<file path="config.mk">
export PLATFORM = sky130hd
export DESIGN_NAME = thermal_throttle
export DESIGN_NICKNAME = d
export VERILOG_FILES = /design/src/rtl/thr_pkg.sv /design/src/rtl/thr_muldiv.sv /design/src/rtl/thr_cal_engine.sv /design/src/rtl/thr_decide.sv /design/src/rtl/thermal_throttle.sv
export SDC_FILE = /design/constraint.sdc
export NUM_CORES = 1
export LEC_CHECK = 0
export ABC_AREA = 1
export CAP_MARGIN = 10
export CORE_UTILIZATION = 55
export CTS_CLUSTER_DIAMETER = 40
export DETAILED_ROUTE_END_ITERATION = 7
export MAX_ROUTING_LAYER = met4
export PLACE_DENSITY_LB_ADDON = 0.2
export SYNTH_ARGS = -nofsm -noshare
export SYNTH_HDL_FRONTEND = slang
export SYNTH_SLANG_ARGS = --single-unit
export TNS_END_PERCENT = 5
</file>
<file path="constraint.sdc">
create_clock -name clk -period 7.15 [get_ports clk]
set_clock_uncertainty 0.1 [all_clocks]
set_input_delay 1.0725 -clock clk [delete_from_list [all_inputs] [get_ports clk]]
set_output_delay 1.0725 -clock clk [all_outputs]
set_load 0.03 [all_outputs]
</file>
<file path="src/rtl/thr_pkg.sv">
package thr_pkg;
  localparam int CNT_W       = 12;
  localparam int TEMP_W      = 12;
  localparam int ROOM_LSB    = 20;
  localparam int HOT_LSB     = 8;
  localparam int HOTC_W      = 8;
  localparam int ROOM_DC     = 250;  // 25.0 C in deci-C
  localparam int TRIG_BACK   = 100;  // throttle point below hot cal temperature
  localparam int REL_GAP_CAL = 50;   // release gap after a calibration load
  localparam int REL_GAP_PRG = 100;  // release gap after a throttle load

  typedef enum logic [2:0] {
    E_IDLE, E_TRIG_GO, E_TRIG_WAIT, E_REL_GO, E_REL_WAIT
  } eng_st_t;

  typedef enum logic [1:0] {
    M_IDLE, M_MUL, M_DIV, M_DONE
  } md_st_t;
endpackage

</file>
<file path="src/rtl/thr_muldiv.sv">
module thr_muldiv
  import thr_pkg::*;
#(
  parameter int AW = 12,
  parameter int BW = 12
) (
  input  logic             clk,
  input  logic             rst_n,
  input  logic             start,
  input  logic [AW-1:0]    a,
  input  logic [BW-1:0]    b,
  input  logic [BW-1:0]    d,
  output logic             done,
  output logic [AW+BW-1:0] q
);
  localparam int PW  = AW + BW;
  localparam int CTW = $clog2(PW + 1);

  md_st_t         st;
  logic [CTW-1:0] cnt;
  logic [PW-1:0]  acc, mc, dvd, quo;
  logic [BW-1:0]  mp, dv;
  logic [BW:0]    rem;

  logic [PW-1:0]  acc_nx;
  logic [BW:0]    rem_sh;
  logic           fits;

  always_comb begin
    acc_nx = mp[0] ? acc + mc : acc;
    rem_sh = {rem[BW-1:0], dvd[PW-1]};
    fits   = rem_sh >= {1'b0, dv};
  end

  always_ff @(posedge clk or negedge rst_n) begin
    if (!rst_n) begin
      st  <= M_IDLE;
      cnt <= '0;
      acc <= '0;
      mc  <= '0;
      mp  <= '0;
      dv  <= '0;
      dvd <= '0;
      quo <= '0;
      rem <= '0;
    end else if (start) begin
      st  <= M_MUL;
      cnt <= '0;
      acc <= '0;
      mc  <= PW'(a);
      mp  <= b;
      dv  <= d;
      rem <= '0;
      quo <= '0;
    end else begin
      case (st)
        M_MUL: begin
          acc <= acc_nx;
          mc  <= mc << 1;
          mp  <= mp >> 1;
          if (cnt == CTW'(BW - 1)) begin
            st  <= M_DIV;
            cnt <= '0;
            dvd <= acc_nx;
          end else begin
            cnt <= cnt + 1'b1;
          end
        end
        M_DIV: begin
          dvd <= dvd << 1;
          if (fits) begin
            rem <= rem_sh - {1'b0, dv};
            quo <= {quo[PW-2:0], 1'b1};
          end else begin
            rem <= rem_sh;
            quo <= {quo[PW-2:0], 1'b0};
          end
          if (cnt == CTW'(PW - 1)) st <= M_DONE;
          else                     cnt <= cnt + 1'b1;
        end
        M_DONE:  st <= M_IDLE;
        default: st <= M_IDLE;
      endcase
    end
  end

  assign done = (st == M_DONE);
  assign q    = quo;

  AST_REM_BELOW_DIV: assert property (@(posedge clk) disable iff (!rst_n)
    (st == M_DIV && dv != '0) |-> (rem < {1'b0, dv}));
endmodule

</file>
<file path="src/rtl/thr_cal_engine.sv">
module thr_cal_engine
  import thr_pkg::*;
#(
  parameter int CW = CNT_W,
  parameter int TW = TEMP_W
) (
  input  logic          clk,
  input  logic          rst_n,
  input  logic          cal_load,
  input  logic [31:0]   cal_word,
  input  logic          thr_load,
  input  logic [TW-1:0] thr_temp,
  output logic          ready,
  output logic [CW-1:0] trig_cnt,
  output logic [CW-1:0] rel_cnt
);
  localparam int PW = CW + TW;
  localparam int SW = PW + 1;

  function automatic logic [TW-1:0] floor_sub(logic [TW-1:0] x, logic [TW-1:0] y);
    return (x > y) ? x - y : '0;
  endfunction

  function automatic logic [CW-1:0] to_count(logic [PW-1:0] quot, logic [CW-1:0] base);
    logic [SW-1:0] s;
    s = {1'b0, quot} + SW'(base);
    return (s > SW'({CW{1'b1}})) ? '1 : s[CW-1:0];
  endfunction

  eng_st_t       st;
  logic          cal_valid;
  logic [CW-1:0] room, hot;
  logic [TW-1:0] hot_val, trig_t, rel_t;

  logic [TW-1:0] hv_dec, cur_t;
  logic          md_start, md_done, degenerate;
  logic [CW-1:0] md_a, result;
  logic [TW-1:0] md_b, md_d;
  logic [PW-1:0] md_q;

  always_comb begin
    hv_dec     = TW'(cal_word[HOTC_W-1:0]) * TW'(10);
    cur_t      = (st == E_TRIG_GO || st == E_TRIG_WAIT) ? trig_t : rel_t;
    md_start   = (st == E_TRIG_GO) || (st == E_REL_GO);
    md_a       = (room > hot) ? room - hot : '0;
    md_b       = floor_sub(hot_val, cur_t);
    md_d       = floor_sub(hot_val, TW'(ROOM_DC));
    degenerate = (hot_val <= TW'(ROOM_DC));
    result     = degenerate ? hot : to_count(md_q, hot);
  end

  thr_muldiv #(.AW(CW), .BW(TW)) u_md (
    .clk(clk), .rst_n(rst_n), .start(md_start),
    .a(md_a), .b(md_b), .d(md_d), .done(md_done), .q(md_q)
  );

  always_ff @(posedge clk or negedge rst_n) begin
    if (!rst_n) begin
      st        <= E_IDLE;
      cal_valid <= 1'b0;
      room      <= '0;
      hot       <= '0;
      hot_val   <= '0;
      trig_t    <= '0;
      rel_t     <= '0;
      trig_cnt  <= '0;
      rel_cnt   <= '0;
    end else if (cal_load) begin
      room      <= cal_word[ROOM_LSB +: CW];
      hot       <= cal_word[HOT_LSB +: CW];
      hot_val   <= hv_dec;
      trig_t    <= floor_sub(hv_dec, TW'(TRIG_BACK));
      rel_t     <= floor_sub(hv_dec, TW'(TRIG_BACK + REL_GAP_CAL));
      cal_valid <= 1'b1;
      st        <= E_TRIG_GO;
    end else begin
      case (st)
        E_IDLE: if (thr_load && cal_valid) begin
          trig_t <= thr_temp;
          rel_t  <= floor_sub(thr_temp, TW'(REL_GAP_PRG));
          st     <= E_TRIG_GO;
        end
        E_TRIG_GO:   st <= E_TRIG_WAIT;
        E_TRIG_WAIT: if (md_done) begin
          trig_cnt <= result;
          st       <= E_REL_GO;
        end
        E_REL_GO:    st <= E_REL_WAIT;
        E_REL_WAIT:  if (md_done) begin
          rel_cnt <= result;
          st      <= E_IDLE;
        end
        default:     st <= E_IDLE;
      endcase
    end
  end

  assign ready = cal_valid && (st == E_IDLE);

  AST_LOAD_DROPS_READY: assert property (@(posedge clk) disable iff (!rst_n)
    cal_load |=> !ready);
  AST_BUSY_THR_IGNORED: assert property (@(posedge clk) disable iff (!rst_n)
    (thr_load && !ready && !cal_load) |=> $stable(trig_t));
  AST_HYST_ORDER: assert property (@(posedge clk) disable iff (!rst_n)
    ready |-> (rel_cnt >= trig_cnt));
endmodule

</file>
<file path="src/rtl/thr_decide.sv">
module thr_decide #(
  parameter int CW = 12
) (
  input  logic          clk,
  input  logic          rst_n,
  input  logic          ready,
  input  logic [CW-1:0] trig_cnt,
  input  logic [CW-1:0] rel_cnt,
  input  logic          sample_valid,
  input  logic [CW-1:0] sample_cnt,
  input  logic          tick,
  input  logic          at_min,
  input  logic          at_max,
  output logic          go_slow,
  output logic          go_fast
);
  logic [CW-1:0] last;
  logic          armed;
  logic          check_en, is_hot, is_cool;

  assign check_en = tick && ready && armed;
  assign is_hot   = last < trig_cnt;
  assign is_cool  = last > rel_cnt;

  always_ff @(posedge clk or negedge rst_n) begin
    if (!rst_n) begin
      last    <= '0;
      armed   <= 1'b0;
      go_slow <= 1'b0;
      go_fast <= 1'b0;
    end else begin
      if (sample_valid) begin
        last <= sample_cnt;
        if (sample_cnt != '0) armed <= 1'b1;
      end
      go_slow <= check_en && is_hot && !at_min;
      go_fast <= check_en && !is_hot && is_cool && !at_max;
    end
  end

  AST_REQ_EXCL: assert property (@(posedge clk) disable iff (!rst_n)
    !(go_slow && go_fast));
  AST_REQ_NEEDS_CHECK: assert property (@(posedge clk) disable iff (!rst_n)
    (go_slow || go_fast) |-> $past(tick && ready && armed));
  AST_NO_SLOW_AT_MIN: assert property (@(posedge clk) disable iff (!rst_n)
    go_slow |-> !$past(at_min));
  AST_NO_FAST_AT_MAX: assert property (@(posedge clk) disable iff (!rst_n)
    go_fast |-> !$past(at_max));
  AST_INVALID_HOLDS: assert property (@(posedge clk) disable iff (!rst_n)
    !sample_valid |=> $stable(last));
endmodule

</file>
<file path="src/rtl/thermal_throttle.sv">
module thermal_throttle
  import thr_pkg::*;
#(
  parameter int CNT_W  = thr_pkg::CNT_W,
  parameter int TEMP_W = thr_pkg::TEMP_W
) (
  input  logic              clk,
  input  logic              rst_n,
  input  logic              cal_load,
  input  logic [31:0]       cal_word,
  input  logic              thr_load,
  input  logic [TEMP_W-1:0] thr_temp,
  input  logic              sample_valid,
  input  logic [CNT_W-1:0]  sample_cnt,
  input  logic              tick,
  input  logic              at_min,
  input  logic              at_max,
  output logic              go_slow,
  output logic              go_fast,
  output logic              ready,
  output logic [CNT_W-1:0]  trig_cnt,
  output logic [CNT_W-1:0]  rel_cnt
);
  thr_cal_engine #(.CW(CNT_W), .TW(TEMP_W)) u_eng (
    .clk(clk), .rst_n(rst_n), .cal_load(cal_load), .cal_word(cal_word),
    .thr_load(thr_load), .thr_temp(thr_temp), .ready(ready),
    .trig_cnt(trig_cnt), .rel_cnt(rel_cnt)
  );

  thr_decide #(.CW(CNT_W)) u_dec (
    .clk(clk), .rst_n(rst_n), .ready(ready), .trig_cnt(trig_cnt),
    .rel_cnt(rel_cnt), .sample_valid(sample_valid), .sample_cnt(sample_cnt),
    .tick(tick), .at_min(at_min), .at_max(at_max),
    .go_slow(go_slow), .go_fast(go_fast)
  );

  AST_RESET_QUIET: assert property (@(posedge clk) disable iff (!rst_n)
    $rose(ready) |-> !(go_slow || go_fast));
endmodule

</file>
== Yosys cells after proc, flatten, opt, wreduce, memory -nomap -nowiden ==
Cells that the tools add are included.
Word-level totals
  output and inout bits: 27
  word-level logic and storage cells: 135
  input port bits: 64
  register bits: 241
Cells by class
  multipliers: 1
  add/sub/neg operators: 10
  mux-type cells: 43
  magnitude comparators: 11
  reduce and logical (&&, ||, !) cells: 30
  equal/unequal tests: 16
  bitwise operators: 2
Operators by type and width (count)
  $mux W12: 20
  $mux W24: 8
  $pmux W24 S2: 1
  $gt A12 B12 Y1: 3
  $sub A12 B12 Y12: 3
  $add A24 B12 Y25: 1
  $gt A25 B12 Y1 const B: 1
  $add A24 B24 Y24: 1
  $gt A12 B7 Y1 const B: 2
  $gt A12 B8 Y1 const B: 2
  $sub A12 B7 Y12 const B: 2
  $sub A12 B8 Y12 const B: 2
  $ne A3 B2 Y1 const B: 6
  $mux W5: 3
  $pmux W3 S5: 1
  $ge A13 B12 Y1: 1
  $le A12 B8 Y1 const B: 1
  $lt A12 B12 Y1: 1
  $mux W3: 4
  $reduce_and A3 Y1: 4
  $reduce_bool A12 Y1: 1
  $mul A8 B3 Y11 const B: 1
  $pmux W5 S2: 1
  $reduce_bool A2 Y1: 5
  other kinds (19): 38

== Longest topological paths before layout ==
  depth in word-level cells: 7
  depth in mapped cells: 22
  gate-level depth less buffers: 22

== Hierarchy ==
Synthesis repeated with hierarchy kept, for this count alone.
Unflattened totals
  cells, all modules: 2424
  area total of the unflattened synthesis: 17181.5 sq um
By module, submodules not included
  thr_muldiv: sequential area each 3478.3 sq um, area each 8426.8 sq um, cells each 1164, instances 1
  thr_cal_engine: sequential area each 2177.1 sq um, area each 7459.7 sq um, cells each 1105, instances 1
  thr_decide: sequential area each 375.4 sq um, area each 1295.0 sq um, cells each 155, instances 1

== Worst setup path after synthesis ==
Ideal clock, no wire load.
  path kind: input-to-reg
  start: in cal_word[1]
  end: reg u_eng.trig_t[2]
  setup slack: 3887 ps
  setup time: 132 ps
  arrival time: 3031 ps
  data required time: 6918 ps
  path buffers: 0
  stages: 13
  cells stage by stage: ha_1 ha_1 inv_1 fa_1 inv_1 nand4_1 o211ai_1 xnor2_1 nand2_1 inv_1 nand3_2 a22oi_1 o21ai_1
Between the ends
  cells in the longest elaborated chain, start to end: 4
RTL lines
  start: declaration: line thermal_throttle.sv:10  | input logic [31:0] cal_word,
  $mul A8 B3 Y11 (*): line thr_cal_engine.sv:42  | hv_dec = TW'(cal_word[HOTC_W-1:0]) * TW'(10);
  $sub A12 B7 Y12 or $gt A12 B7 Y1 (tied branches): line thr_cal_engine.sv:21  | return (x > y) ? x - y : '0;
  $mux W12 (*): line thr_cal_engine.sv:21
  $mux W12 (*): line thr_cal_engine.sv:68  | end else if (cal_load) begin
  end signal: assignment: line thr_cal_engine.sv:72  | trig_t <= floor_sub(hv_dec, TW'(TRIG_BACK));
  end signal: assignment: line thr_cal_engine.sv:79  | trig_t <= thr_temp;
  end: declaration: line thr_cal_engine.sv:33  | logic [TW-1:0] hot_val, trig_t, rel_t;
Mark *: on every way between the ends. The rest lies on a longest branch, timed or not.
A chain may end at the register's enable or synchronous reset.

== Final worst setup path ==
  start: in cal_word[1]
  end: reg u_eng.trig_t[3]
Same word-level chain as after synthesis.

==> reports/qor.yml <==
sta:
  final.setup.worst_slack_ns: 3.41
  rsz0062_at_grt: "false"
  fmax_mhz: 267
  relSlewSlack_pct: 33.4
  worst_pin_slew_ns: 0.997
  fin_crit_sh_pct: 52.3
  tns_ns: 0
  drv_slew: 0
  hold_violations: 0
  finalSetupViolCount: 0
  finalWorstPathRequiredPeriod_ns: 3.74
finish:
  final_core_util_pct: 65.2
  num_antenna_cells: 0
  drive_gt1_share_pct: 5.49
  fin_nets: 2488
  seq_area_um2: 6010
  nFillCells: 2541
  syn2layout_area_growth_pct: 16.2
  multi_input_area_um2: 8780
synthesis:
  synth-seq-cells: 240
  ys.flop_type: "dfrtp_1"
  synth_edf_count: 0
  netlist_area_um2: 16200
  avgSynthCellArea_um2: 7.30
  synth_most_common_cell: "nand2_1"
  syn_nets: 2405
  ys_warn_count: 0
  yosysSeqAreaShare_pct: 37.1
  async_flop_share_pct: 100
  ys_types: 51
  synth_common_cells: "581 x nand2_1, 306 x inv_1, 240 x dfrtp_1"
  syn_inst: 2218
  netlist.area_leader.share_pct: 37.1
  synth_area_leaders: "dfrtp_1 37%, nand2_1 13%, ha_1 9.0%, inv_1 7.1%, o21ai_0 5.5%"
  synth_area_leader_cell: "dfrtp_1"
clocking:
  cts_max_level: 2
  numCtsBuffers: 39
  cts_buffer_depth: 3
  ctsHoldBuffers: 0
  cts_tree: "built"
  cts.sinks: 240
  clk_pin_slew_ns: 0.05
  ctsResizeCount: 0
  root_buffer: "clkbuf_16"
  postCtsSetupRepairBufs: 0
  insertion_delay_ns: 0.52
global_routing:
  grt.overflow.total: 0
  first_global_vias: 14621
  grt_pass1_wl_um: 73900
  grt_max_degree: 115
  grt_use_total_pct: 31.0
  antenna_found_initial: 0
worst_setup_path:
  cp.required_ns: 7.45
  setup.worst_path.start_class: "input pin"
  r2r_cells: 8
  cp-endpoint: "u_eng.trig_t[3]"
  r2r_start: "u_eng.u_md.st[0]"
  r2r_slack_ns: 3.43
  cp.arrival_ns: 4.05
  cp-startpoint: "cal_word[1]"
  r2r_end: "u_eng.u_md.rem[8]"
  cp_max_fo: 9
  path_class: "input pin to register"
  cp-end-kind: "register"
route:
  vias_per_cell: 5.59
  dr_total_vias: 15170
  drc: 0
  wl_um: 44800
  drtIter0Drc: 1450
  routedWlPerCell_um: 16.5
  antenna_left: 0
  first_pass_iters: 6
floorplan:
  core_area_um2: 28900
  ios: 91
  rows: 62
  die_w_um: 174
  initial_utilization_pct: 56.1
  fp.dieH_um: 174
  dieArea_um2: 30100
pwr:
  total_leakage_power_nw: 9.51
  powerDensity_nw_per_um2: 335
  peakVddDrop_mv: 0.220
job:
  maxCapViolCount: 0
placed_design:
  hpwlAfterDp_um: 33300
  dp_slack_ns: 2.87
  portBuffers: 90
  place_congestion: 0.940
hold_path:
  holdPathStages: 2
  hp-class: "register to register"
run_status:
  outcome: "finished clean"
-- logic make-up after synthesis --
group	share of synthesized area (%)
simple gates	24.8
compound gates	15.4
buf+inv	8.76
flops	37.1
fa+ha+maj	9.78
xor+xnor	3.67
mux	0.517
-- registers in the layout, indices dropped and copies added (netlist names), 24 cells and up --
register	cells
u_eng.u_md.acc	24
u_eng.u_md.dvd	24
u_eng.u_md.mc	24
u_eng.u_md.q	24
-- routing by layer --
layer / global-route usage (%) / vias up / wire length (µm) / share of wire (%)
met2: 47.2 / 530 / 19800 / 44
li1: - / 7464 / - / -
met5: - / - / 0 / 0
met4: 8.74 / 0 / 1110 / 2.5
met1: 43.0 / 7087 / 20900 / 47
met3: 4.87 / 89 / 3060 / 6.8
-- worst min-delay path by stage --
stage	start	slack, ns	endpoint
3_3_place_gp	u_dec.armed	0.35	u_dec.armed
4_1_cts	u_eng.u_md.dvd[16]	0.37	u_eng.u_md.dvd[16]
2_1_floorplan	u_dec.armed	0.33	u_dec.armed
3_5_place_dp	u_eng.u_md.dvd[7]	0.36	u_eng.u_md.dvd[7]
6_report	u_eng.u_md.dvd[16]	0.37	u_eng.u_md.dvd[16]
5_1_grt	u_dec.armed	0.39	u_dec.armed
-- critical path: stages --
cell and delay (ns):
clkdlybuf4s50_1 0.52, ha_1 0.34, ha_1 0.19, inv_1 0.06
fa_1 0.41, inv_1 0.10, nand4_1 0.10, o211ai_1 0.13
xnor2_1 0.32, nand2_1 0.12, inv_1 0.16, nand3_2 0.21
a22oi_1 0.22, o21ai_1 0.08
-- power by group --
part | switching, W | leakage (nW) | internal (W) | total [W]
Sequential | 0.000187 | 3.13 | 0.00163 | 0.00181
Combinational | 0.00167 | 5.70 | 0.000831 | 0.00250
Clock | 0.000719 | 0.680 | 0.00127 | 0.00199
Total | 0.00257 | 9.51 | 0.00373 | 0.00631
-- placed cells by master, fill, tap and decap left out, types with 6 or more instances in the layout --
| cell type | count |
|---|---|
| a22oi_1 | 10 |
| clkdlybuf4s50_1 | 88 |
| nand3_2 | 11 |
| xnor2_1 | 18 |
| a21o_1 | 9 |
| o21ai_0 | 177 |
| clkbuf_16 | 40 |
| clkinv_4 | 6 |
| a31oi_1 | 10 |
| xor2_1 | 48 |
| o21ai_1 | 7 |
| o211ai_1 | 14 |
| ha_1 | 117 |
| fa_1 | 6 |
| o22ai_1 | 57 |
| buf_4 | 12 |
| a21oi_1 | 135 |
| o21bai_1 | 8 |
| inv_1 | 306 |
| nand2_1 | 581 |
| inv_6 | 8 |
| nand3_1 | 123 |
| nor2_2 | 8 |
| nand2_2 | 7 |
| nand4_1 | 28 |
| nor2_1 | 164 |
| nor3_1 | 16 |
| dfrtp_1 | 240 |
-- metrics by stage --
step	instance area [µm²]	hold slack (ns)	std cells	total power (W)
2_1_floorplan	16200	0.334	2218	0.00355
3_3_place_gp	17400	0.352	2644	0.00423
3_5_place_dp	17400	0.361	2644	0.00429
4_1_cts	18800	0.375	2715	0.00630
5_1_grt	18800	0.395	2715	0.00671
6_report	18800	0.373	2715	0.00631
-- cell type report --
| type | instances | area share [%] |
|---|---|---|
| clock buffers | 45 | 5.68 |
| clock inverters | 26 | 1.73 |
| inverters | 313 | 6.24 |
| multi-input cells | 1605 | 46.6 |
| flip-flops and latches | 240 | 31.9 |
| well taps | 384 | 2.55 |
| repair buffers | 102 | 5.26 |
Power figures use the tool's default switching activity.
